===== src/rtl/wfi_pkg.sv =====
// Package: shared codes and status constants for the write/format intake.
// Assumes 8-bit status bytes; codes are fixed by the command interface.
package wfi_pkg;
    typedef enum logic [1:0] {
        OP_WRITE     = 2'd0,
        OP_WRITE_DEL = 2'd1,
        OP_FORMAT    = 2'd2,
        OP_NONE      = 2'd3
    } op_e;

    typedef enum logic [1:0] {
        PH_IDLE   = 2'd0,
        PH_XFER   = 2'd1,
        PH_RESULT = 2'd2
    } phase_e;

    localparam int unsigned RES_BYTES     = 7;
    localparam logic [7:0]  ST1_NO_WRITE  = 8'h02;
    localparam logic [7:0]  ST1_OVERRUN   = 8'h10;
    localparam logic [1:0]  ST0_CODE_OK   = 2'b00;
    localparam logic [1:0]  ST0_CODE_ABN  = 2'b01;
endpackage


===== src/rtl/wfi_byte_latch.sv =====
// Module: single-byte holding register between host and serializer.
// Assumes load and take never coincide (load only while nothing is held).
module wfi_byte_latch #(
    parameter int DATA_W = 8
) (
    input  logic              clk,
    input  logic              rst_n,
    input  logic              clear,
    input  logic              load,
    input  logic [DATA_W-1:0] din,
    input  logic              take,
    output logic [DATA_W-1:0] dout,
    output logic              held
);
    // Capture a host byte, release it when the serializer takes it.
    always_ff @(posedge clk) begin
        if (!rst_n) begin
            dout <= '0;
            held <= 1'b0;
        end else if (clear || take) begin
            held <= 1'b0;
        end else if (load) begin
            dout <= din;
            held <= 1'b1;
        end
    end
endmodule


===== src/rtl/wfi_xfer_count.sv =====
// Module: transfer length counter; computes the byte total at arm time
// (128<<N for writes, 4 per sector for format, 0 sectors meaning the maximum).
// Assumes CNT_W is wide enough for both totals.
module wfi_xfer_count #(
    parameter int SIZE_W = 3,
    parameter int SECT_W = 8,
    parameter int CNT_W  = 15
) (
    input  logic              clk,
    input  logic              rst_n,
    input  logic              arm,
    input  logic              is_format,
    input  logic [SIZE_W-1:0] size_code,
    input  logic [SECT_W-1:0] sectors,
    input  logic              step,
    output logic              last
);
    logic [CNT_W-1:0] total_q;
    logic [CNT_W-1:0] count_q;
    logic [CNT_W-1:0] total_d;
    logic [SECT_W:0]  sect_ext;

    // Derive the byte total for the command being armed.
    always_comb begin
        sect_ext = {(sectors == '0), sectors};
        if (is_format) total_d = CNT_W'(sect_ext) << 2;
        else           total_d = CNT_W'(128) << size_code;
    end

    // Hold the total and count bytes handed to the serializer.
    always_ff @(posedge clk) begin
        if (!rst_n) begin
            total_q <= '0;
            count_q <= '0;
        end else if (arm) begin
            total_q <= total_d;
            count_q <= '0;
        end else if (step) begin
            count_q <= count_q + 1'b1;
        end
    end

    // The current hand-over is the final one.
    assign last = step && (count_q == total_q - 1'b1);
endmodule


===== src/rtl/wfi_result_seq.sv =====
// Module: result phase sequencer presenting ST0, ST1, ST2, C, H, R, N.
// Assumes rd is only asserted while active.
module wfi_result_seq #(
    parameter int DATA_W = 8
) (
    input  logic              clk,
    input  logic              rst_n,
    input  logic              arm,
    input  logic [DATA_W-1:0] st0,
    input  logic [DATA_W-1:0] st1,
    input  logic [DATA_W-1:0] cyl,
    input  logic [DATA_W-1:0] head,
    input  logic [DATA_W-1:0] rec,
    input  logic [DATA_W-1:0] size,
    input  logic              active,
    input  logic              rd,
    output logic [DATA_W-1:0] dout,
    output logic              done
);
    import wfi_pkg::*;
    localparam int IDX_W = $clog2(RES_BYTES);

    logic [IDX_W-1:0]  idx_q;
    logic [DATA_W-1:0] bytes_q [RES_BYTES];

    // Capture the result bytes on arm and step through them on reads.
    always_ff @(posedge clk) begin
        if (!rst_n) begin
            idx_q <= '0;
            for (int i = 0; i < RES_BYTES; i++) bytes_q[i] <= '0;
        end else if (arm) begin
            idx_q      <= '0;
            bytes_q[0] <= st0;
            bytes_q[1] <= st1;
            bytes_q[2] <= '0;
            bytes_q[3] <= cyl;
            bytes_q[4] <= head;
            bytes_q[5] <= rec;
            bytes_q[6] <= size;
        end else if (active && rd) begin
            idx_q <= (idx_q == IDX_W'(RES_BYTES - 1)) ? '0 : idx_q + 1'b1;
        end
    end

    // Present the current byte and flag the final read.
    assign dout = active ? bytes_q[idx_q] : '0;
    assign done = active && rd && (idx_q == IDX_W'(RES_BYTES - 1));
endmodule


===== src/rtl/wfi_intake.sv =====
// Module: write/format intake sequencer. Checks write protection, runs the
// host data request handshake, feeds the serializer on demand, detects
// overrun and format index aborts, then runs the seven-byte result phase.
// Assumes ser_need and index_pulse are single-cycle pulses from the drive side.
module wfi_intake #(
    parameter int DATA_W = 8,
    parameter int SIZE_W = 3,
    parameter int SECT_W = 8
) (
    input  logic              clk,
    input  logic              rst_n,
    input  logic              cmd_start,
    input  logic [1:0]        cmd_op,
    input  logic [1:0]        cmd_unit,
    input  logic              cmd_head,
    input  logic [DATA_W-1:0] cmd_cyl,
    input  logic [DATA_W-1:0] cmd_rec,
    input  logic [SIZE_W-1:0] cmd_size,
    input  logic [SECT_W-1:0] fmt_sectors,
    input  logic              wr_prot,
    input  logic              host_wr,
    input  logic [DATA_W-1:0] host_din,
    input  logic              host_rd,
    output logic [DATA_W-1:0] host_dout,
    output logic              rqm,
    output logic              dio,
    output logic              busy,
    input  logic              ser_need,
    input  logic              index_pulse,
    output logic              ser_load,
    output logic [DATA_W-1:0] ser_byte,
    output logic              ser_gate,
    output logic              ser_deleted
);
    import wfi_pkg::*;

    localparam int WR_CNT_W  = (1 << SIZE_W) + 7;
    localparam int FMT_CNT_W = SECT_W + 3;
    localparam int CNT_W     = (WR_CNT_W > FMT_CNT_W) ? WR_CNT_W : FMT_CNT_W;

    phase_e            phase_q;
    op_e               op_q;
    logic              rqm_q, dio_q, gate_q, del_q, load_q;
    logic [DATA_W-1:0] byte_q;
    logic [2:0]        hu_q;
    logic [DATA_W-1:0] cyl_q, rec_q;
    logic [SIZE_W-1:0] size_q;

    logic              valid_start, accept, need, idx_abort, take, overrun;
    logic              finish, last, held, res_done, res_arm, prot_stop;
    logic [DATA_W-1:0] held_byte;
    logic [2:0]        hu_now;
    logic [DATA_W-1:0] st0_d, st1_d, cyl_now, rec_now, head_now, size_now;

    // Decode the events of this cycle.
    always_comb begin
        valid_start = cmd_start && (phase_q == PH_IDLE) && (op_e'(cmd_op) != OP_NONE);
        prot_stop   = valid_start && wr_prot;
        accept      = (phase_q == PH_XFER) && rqm_q && !dio_q && host_wr;
        need        = (phase_q == PH_XFER) && ser_need;
        idx_abort   = (phase_q == PH_XFER) && (op_q == OP_FORMAT) && index_pulse;
        take        = need && held && !idx_abort;
        overrun     = idx_abort || (need && !held);
        finish      = take && last;
        res_arm     = prot_stop || (phase_q == PH_XFER && (overrun || finish));
    end

    // Pick command fields live at start, from the capture afterwards.
    always_comb begin
        hu_now   = (phase_q == PH_IDLE) ? {cmd_head, cmd_unit} : hu_q;
        cyl_now  = (phase_q == PH_IDLE) ? cmd_cyl : cyl_q;
        rec_now  = (phase_q == PH_IDLE) ? cmd_rec : rec_q;
        size_now = DATA_W'((phase_q == PH_IDLE) ? cmd_size : size_q);
        head_now = DATA_W'(hu_now[2]);
    end

    // Form ST0 and ST1 for the result being armed.
    always_comb begin
        if (prot_stop) begin
            st0_d = {ST0_CODE_ABN, 3'b000, hu_now};
            st1_d = ST1_NO_WRITE;
        end else if (overrun) begin
            st0_d = {ST0_CODE_ABN, 3'b000, hu_now};
            st1_d = ST1_OVERRUN;
        end else begin
            st0_d = {ST0_CODE_OK, 3'b000, hu_now};
            st1_d = '0;
        end
    end

    // Capture command fields when a command starts.
    always_ff @(posedge clk) begin
        if (!rst_n) begin
            op_q   <= OP_NONE;
            hu_q   <= '0;
            cyl_q  <= '0;
            rec_q  <= '0;
            size_q <= '0;
        end else if (valid_start) begin
            op_q   <= op_e'(cmd_op);
            hu_q   <= {cmd_head, cmd_unit};
            cyl_q  <= cmd_cyl;
            rec_q  <= cmd_rec;
            size_q <= cmd_size;
        end
    end

    // Phase sequencing, handshake flags, write gate and serializer hand-over.
    always_ff @(posedge clk) begin
        if (!rst_n) begin
            phase_q <= PH_IDLE;
            rqm_q   <= 1'b0;
            dio_q   <= 1'b0;
            gate_q  <= 1'b0;
            del_q   <= 1'b0;
            load_q  <= 1'b0;
            byte_q  <= '0;
        end else begin
            load_q <= 1'b0;
            case (phase_q)
                PH_IDLE: begin
                    if (prot_stop) begin
                        phase_q <= PH_RESULT;
                        rqm_q   <= 1'b1;
                        dio_q   <= 1'b1;
                    end else if (valid_start) begin
                        phase_q <= PH_XFER;
                        rqm_q   <= 1'b1;
                        dio_q   <= 1'b0;
                        gate_q  <= 1'b1;
                        del_q   <= (op_e'(cmd_op) == OP_WRITE_DEL);
                    end
                end
                PH_XFER: begin
                    if (overrun || finish) begin
                        phase_q <= PH_RESULT;
                        gate_q  <= 1'b0;
                        del_q   <= 1'b0;
                        rqm_q   <= 1'b1;
                        dio_q   <= 1'b1;
                    end else if (accept) begin
                        rqm_q <= 1'b0;
                    end else if (take) begin
                        rqm_q <= 1'b1;
                    end
                    if (take) begin
                        load_q <= 1'b1;
                        byte_q <= held_byte;
                    end
                end
                PH_RESULT: begin
                    if (res_done) begin
                        phase_q <= PH_IDLE;
                        rqm_q   <= 1'b0;
                        dio_q   <= 1'b0;
                    end
                end
                default: phase_q <= PH_IDLE;
            endcase
        end
    end

    wfi_byte_latch #(.DATA_W(DATA_W)) u_latch (
        .clk   (clk),
        .rst_n (rst_n),
        .clear (phase_q != PH_XFER),
        .load  (accept),
        .din   (host_din),
        .take  (take),
        .dout  (held_byte),
        .held  (held)
    );

    wfi_xfer_count #(.SIZE_W(SIZE_W), .SECT_W(SECT_W), .CNT_W(CNT_W)) u_count (
        .clk       (clk),
        .rst_n     (rst_n),
        .arm       (valid_start),
        .is_format (op_e'(cmd_op) == OP_FORMAT),
        .size_code (cmd_size),
        .sectors   (fmt_sectors),
        .step      (take),
        .last      (last)
    );

    wfi_result_seq #(.DATA_W(DATA_W)) u_result (
        .clk    (clk),
        .rst_n  (rst_n),
        .arm    (res_arm),
        .st0    (st0_d),
        .st1    (st1_d),
        .cyl    (cyl_now),
        .head   (head_now),
        .rec    (rec_now),
        .size   (size_now),
        .active (phase_q == PH_RESULT),
        .rd     (host_rd),
        .dout   (host_dout),
        .done   (res_done)
    );

    assign rqm         = rqm_q;
    assign dio         = dio_q;
    assign busy        = (phase_q != PH_IDLE);
    assign ser_load    = load_q;
    assign ser_byte    = byte_q;
    assign ser_gate    = gate_q;
    assign ser_deleted = del_q;
endmodule


===== config.mk =====
export PLATFORM = sky130hd
export DESIGN_NAME = wfi_intake
export DESIGN_NICKNAME = d
export VERILOG_FILES = /design/src/rtl/wfi_pkg.sv /design/src/rtl/wfi_byte_latch.sv /design/src/rtl/wfi_xfer_count.sv /design/src/rtl/wfi_result_seq.sv /design/src/rtl/wfi_intake.sv
export SDC_FILE = /design/constraint.sdc
export NUM_CORES = 1
export LEC_CHECK = 0
export BUFFER_PORTS_ARGS = -buffer_cell sky130_fd_sc_hd__buf_2
export CAP_MARGIN = 20
export CORE_ASPECT_RATIO = 1.2
export CORE_MARGIN = 3
export CORE_UTILIZATION = 60
export CTS_BUF_LIST = sky130_fd_sc_hd__clkbuf_8 sky130_fd_sc_hd__clkbuf_16
export DETAILED_ROUTE_END_ITERATION = 10
export PLACE_DENSITY = 0.88
export SETUP_SLACK_MARGIN = 0.05
export SLEW_MARGIN = 40
export SYNTH_ARGS = -nofsm -noshare
export SYNTH_HDL_FRONTEND = slang
export SYNTH_SLANG_ARGS = --single-unit

===== constraint.sdc =====
create_clock -name clk -period 6.5 [get_ports clk]
set_clock_uncertainty 0.1 [all_clocks]
set_input_delay 0.65 -clock clk [delete_from_list [all_inputs] [get_ports clk]]
set_output_delay 0.65 -clock clk [all_outputs]
set_load 0.05 [all_outputs]

== Word level (Yosys, flattened, before mapping) ==
Memory sizes are Yosys's and may differ from the RTL's. A register that Yosys moved wholly into a read port is not among the register bits.
Cells that the tools add are included.
Storage, ports and cells
  register bits after elaboration: 81
  bits in writable memories: 56
  input port bits: 48
  output and inout bits: 22
  logic and storage cells: 132
  memories kept: 1
Cells by class
  add/sub/neg operators: 3
  equality and inequality tests: 15
  shift-type cells: 1
  mux-type cells: 47
  bitwise operators: 9
  reductions and logical operators: 39
Memory list
  u_result.bytes_q: depth 7, bits a word 8, rd ports 1, clocked after memory_dff 1, wr ports 7, RTL line wfi_result_seq.sv:24  | logic [DATA_W-1:0] bytes_q [RES_BYTES];
Operators by type and width (count)
  2-to-1 mux 8 bit: 10
  2-to-1 mux 1 bit: 18
  logical AND 1 bit: 17
  adder 15 x 1 -> 15 bit (second input constant): 1
  equality test 15 bit: 1
  2-to-1 mux 15 bit: 1
  2-to-1 mux 3 bit: 5
  left shift 8 x 3 -> 15 bit (first input constant): 1
  subtractor 15 x 1 -> 15 bit (second input constant): 1
  2-to-1 mux 7 bit: 2
  AND reduction 4 bit: 3
  2-to-1 mux 5 bit: 2
  logical NOT 8 bit: 1
  2-to-1 mux 2 bit: 4
  OR 1 bit: 7
  equality test 2 bit (second input constant): 3
  inequality test 2 x 1 -> 1 bit (second input constant): 3
  inequality test 2 bit (second input constant): 3
  case mux 1 bit (3 select lines): 2
  case mux 2 bit (3 select lines): 1
  AND reduction 2 bit: 3
  OR reduction 2 bit: 3
  equality test 2 x 1 -> 1 bit (second input constant): 2
  logical OR 1 bit: 4
  other kinds (11): 16

== Longest topological paths before layout ==
  depth after elaboration: 14
  mapped depth: 10
  gate-level depth less buffers: 9

== Hierarchy ==
Synthesis repeated with hierarchy kept, for this count alone.
Unflattened totals
  cells, all modules: 631
  area total of the unflattened synthesis: 6363.6 µm²
Modules (own cells, without submodules)
  wfi_result_seq: instances 1, cells each 183, area each 2474.9 µm², sequential area each 1561.5 µm²
  wfi_intake: instances 1, cells each 224, area each 1905.6 µm², sequential area each 780.7 µm²
  wfi_xfer_count: instances 1, cells each 185, area each 1611.5 µm², sequential area each 560.5 µm²
  wfi_byte_latch: instances 1, cells each 39, area each 371.6 µm², sequential area each 180.2 µm²

== Worst setup path before layout ==
No wires, ideal clock.
  path type: register -> register
  start point: reg u_count.total_q[2]
  end point: mem u_result.bytes_q[0][0] (enable)
  library setup time: 0.365 ns
  data arrival time: 2.764 ns
  data required time: 6.035 ns
  path slack: 3.271 ns
  stages on the path, launching flop included: 9
  path buffers: 0
  period minus slack after synthesis: 3.229 ns
  path through: dfxtp_1 > inv_1 > ha_1 > or4b_4 > nor4_2 > a211oi_1 > or4_4 > a221oi_4 > or3_2
RTL lines
  from (decl): RTL line wfi_xfer_count.sv:18  | logic [CNT_W-1:0] total_q;
  from (signal assigned): RTL line wfi_xfer_count.sv:36  | total_q <= total_d;
  to (decl): RTL line wfi_result_seq.sv:24

==> flow_summary.rst <==
.. list-table::
   :header-rows: 1

   * - Metric
     - Value
   * - Run status
     - finished clean
   * - Area Overhead vs Synth
     - 10.5%
   * - IO Count
     - 70
   * - Family of cells with the greatest summed delay on the critical path
     - simple AND/OR/NAND/NOR gates
   * - Leftover overflow at the end of global routing
     - 0
   * - Number of inserted diodes
     - 0
   * - Reported max-cap violation count
     - 0
   * - Number of flip-flops and latches in the synthesized netlist
     - 107
   * - CP Max Fanout
     - 28
   * - Setup TNS after final layout
     - 0 ps
   * - Initial antenna violation count
     - 0
   * - Placed cell areas
     - 0.00565 mm²
   * - Wire length of the first global-routing pass
     - ~20000 µm
   * - Highest attainable clock frequency
     - 275 MHz
   * - Drt wl/cell
     - 15.5 µm
   * - Nature of the critical path endpoint
     - flip-flop
   * - Final critical delay including setup and external delays
     - 3630 ps
   * - GRT Util Overall
     - 0.244
   * - Final period utilization
     - 0.559
   * - Cell chain of the critical path
     - inv_1 -> ha_1 -> or4b_4 -> nor4_2 -> a211oi_1 -> or4_4 -> a221oi_4 -> or3_2
   * - RSZ-0062 raised after global routing
     - false
   * - Gate Count Post-Synth
     - 589
   * - Synth async-reset ratio
     - 0
   * - DRT iter0 DRCs
     - about 250
   * - Number of buffers and inverters on the critical path
     - 1
   * - Port buffer count
     - 69
   * - Leak
     - between 2 and 2.5 nW
   * - DR DRC count
     - 0
   * - Endpoint arrival time on the critical path
     - between 3000 and 4000 ps
   * - Clock transition time at the flip-flop clock pins of the worst setup and hold paths
     - approximately 100 ps
   * - Routed via count
     - 4379
   * - Critical path's largest stage delay
     - 610 ps
   * - Power per standard cell area
     - 326 mW/mm²
   * - Clock root buffer master
     - sky130_fd_sc_hd__clkbuf_8
   * - Worst max-slew margin expressed relative to the limit
     - 0.458
   * - CTS-repair resized insts
     - 0
   * - Num Clock Sinks
     - 107
   * - Non-Filler Instances
     - 752
   * - Startpoint class of the critical path
     - flip-flop
   * - Class of the most critical hold timing path
     - flip-flop to flip-flop
   * - Post-synth EDFFs
     - 25
   * - GP Congestion
     - 0.935
   * - Final nets
     - roughly 690
   * - Data required time of the critical path
     - 6400 ps
   * - Slowest cell on crit path
     - sky130_fd_sc_hd__or3_2
   * - Hold bufs inserted after CTS
     - 0
   * - Post-synthesis cell type count
     - 65
   * - Sequential-to-total area share from yosys stat
     - 0.452
   * - Commonest cells in the synthesized netlist
     - sky130_fd_sc_hd__nand2_1 (106), sky130_fd_sc_hd__dfxtp_1 (82), sky130_fd_sc_hd__nor2_1 (56)
   * - Total placed cells including tap cells
     - 736
   * - Post-placement setup slack
     - 2870 ps
   * - Clock latency of the later-clocked register in the worst-skew pair
     - 360 ps
   * - Final-report hold violation count
     - 0
   * - Core area
     - 0.00833 mm²
   * - Peak ir drop on the vdd network
     - 0.233 mV
   * - Row count
     - 36
   * - Fin util
     - 0.701
   * - Die height
     - 109 µm
   * - HPWL after detailed placement
     - 8400 µm
   * - Power consumption
     - 1.90 mW
   * - Share of Yosys cell area claimed by the top area cell type
     - 0.310
   * - Final routed wirelength across all metal layers
     - 11600 µm
   * - Number of setup violations in the final report
     - 0
   * - Floorplan die area
     - ~0.01 mm²
   * - Average cell area after synthesis
     - 8.98 µm²
   * - CTS tree
     - done
   * - Leading cell types by total area after synthesis
     - sky130_fd_sc_hd__dfxtp_1 (31%), sky130_fd_sc_hd__edfxtp_1 (14%), sky130_fd_sc_hd__nand2_1 (7.5%)
   * - Final Max Tran Viols
     - 0
   * - Count leader, synth
     - sky130_fd_sc_hd__nand2_1
   * - Final std cell area, no fill
     - 0.00584 mm²
   * - Most used flip-flop cell after synthesis
     - sky130_fd_sc_hd__dfxtp_1
   * - Synth Net Count
     - 643
   * - Antenna-violating nets left
     - 0
   * - Setup Crit Path Kind
     - flip-flop to flip-flop
   * - Horizontal die dimension
     - 91.7 µm
   * - 1st-pass router iterations
     - 5
   * - Proportion of layout cells with a drive suffix above 1
     - 0.165
   * - Routed vias/inst
     - 5.82
   * - PnR worst setup slack
     - around 2900 ps
   * - Synth area leader
     - sky130_fd_sc_hd__dfxtp_1
   * - Filler Cells Inserted
     - 653
   * - Area of the mapped netlist
     - around 0.0053 mm²
   * - Effective utilization at floorplan
     - 0.635
   * - Post-route worst hold slack
     - about 370 ps
   * - Number of clock buffers inserted by TritonCTS
     - 9
   * - Warnings from Yosys
     - 0
   * - Pin count of the biggest net entering global routing
     - 71
   * - Worst-margin pin slew
     - just over 800 ps
   * - Number of post-CTS setup repair buffers
     - 0
   * - CTS HTree Levels
     - 3
   * - Longest Clk Path Bufs
     - 2
   * - Via count of the first global-routing pass
     - 4333
-- cells in the final DEF (no fill, tap or decap), types with 4 or more instances in the layout --
cell                       instances
sky130_fd_sc_hd__nand2_1         106
sky130_fd_sc_hd__dfxtp_1          82
sky130_fd_sc_hd__buf_2            69
sky130_fd_sc_hd__nor2_1           56
sky130_fd_sc_hd__a21boi_0         46
sky130_fd_sc_hd__mux2i_1          26
sky130_fd_sc_hd__edfxtp_1         25
sky130_fd_sc_hd__nand3_1          24
sky130_fd_sc_hd__xor2_1           17
sky130_fd_sc_hd__inv_1            13
sky130_fd_sc_hd__nor2b_1          11
sky130_fd_sc_hd__xnor2_1          11
sky130_fd_sc_hd__o21ai_0          10
sky130_fd_sc_hd__clkbuf_8         10
sky130_fd_sc_hd__a21oi_1           8
sky130_fd_sc_hd__nor3_1            8
sky130_fd_sc_hd__o211a_1           7
sky130_fd_sc_hd__nor4_1            7
sky130_fd_sc_hd__nand4_1           7
sky130_fd_sc_hd__ha_1              6
sky130_fd_sc_hd__nor3b_1           5
sky130_fd_sc_hd__a22oi_1           5
sky130_fd_sc_hd__and3_1            5
sky130_fd_sc_hd__a41oi_1           4
sky130_fd_sc_hd__buf_4             4
-- worst register-to-register path: stages (launching register included) --
cell                       delay, ps
sky130_fd_sc_hd__dfxtp_1         360
sky130_fd_sc_hd__inv_1            90
sky130_fd_sc_hd__ha_1            250
sky130_fd_sc_hd__or4b_4          530
sky130_fd_sc_hd__nor4_2          300
sky130_fd_sc_hd__a211oi_1         80
sky130_fd_sc_hd__or4_4           540
sky130_fd_sc_hd__a221oi_4        400
sky130_fd_sc_hd__or3_2           610
-- final timing paths --
kind	cells after the start	start	slack [ps]	end
min	2	rec_q[4]$_SDFFE_PN0P_	370	rec_q[4]$_SDFFE_PN0P_
max reg2reg	8	u_count.total_q[2]$_SDFFE_PN0P_	2870	u_result.bytes_q[3][7]$_SDFFCE_PN0P_
min reg2reg	2	rec_q[4]$_SDFFE_PN0P_	370	rec_q[4]$_SDFFE_PN0P_
max	8	u_count.total_q[2]$_SDFFE_PN0P_	2870	u_result.bytes_q[3][7]$_SDFFCE_PN0P_
-- power breakdown --
group / switching [mW] / internal, mW / leakage, nW
logic: 0.428 / 0.243 / 1.31
clock network: 0.221 / 0.171 / 0.107
registers: 0.0619 / 0.779 / 0.930
total: 0.710 / 1.19 / 2.34
-- metal layers --
metal  track usage  routed length (µm)  up-vias
met5             0                   0        -
met2         0.443                6130      119
li1              -                   -     2153
met4        0.0764                 160        0
met1         0.294                4820     2091
met3        0.0428                 508       16
-- state kept, by name (all words and copies together) (netlist names), named ones only --
register and cells:
op_q 2, dio 1, u_latch.dout 8, ser_byte 8, ser_load 1, rec_q 8, ser_gate 1, hu_q 3
u_count.count_q 15, u_count.total_q 13, ser_deleted 1, cyl_q 8, u_result.idx_q 3, size_q 3, u_latch.held 1, rqm 1
u_result.bytes_q 25, phase_q 2
-- area by class of cell --
class                   count  area (µm²)  area share
clock buffers              11         163      0.0278
clock inverters             5        27.5     0.00471
inverters                  11        41.3     0.00707
multi-input cells         431        2700       0.462
flip-flops and latches    107        2390       0.410
well taps                 114         143      0.0244
repair buffers             73         375      0.0643
-- logic make-up (layout without fill, tap and decap cells) --
kind of cell,after synthesis,count (layout),share of synthesized area
simple gates,257,257,0.230
compound gates,113,113,0.167
flops,107,107,0.452
buf+inv,51,100,0.0381
xor+xnor,28,28,0.0464
mux,27,27,0.0513
fa+ha+maj,6,6,0.0142
(Power assumes the default switching activity.)
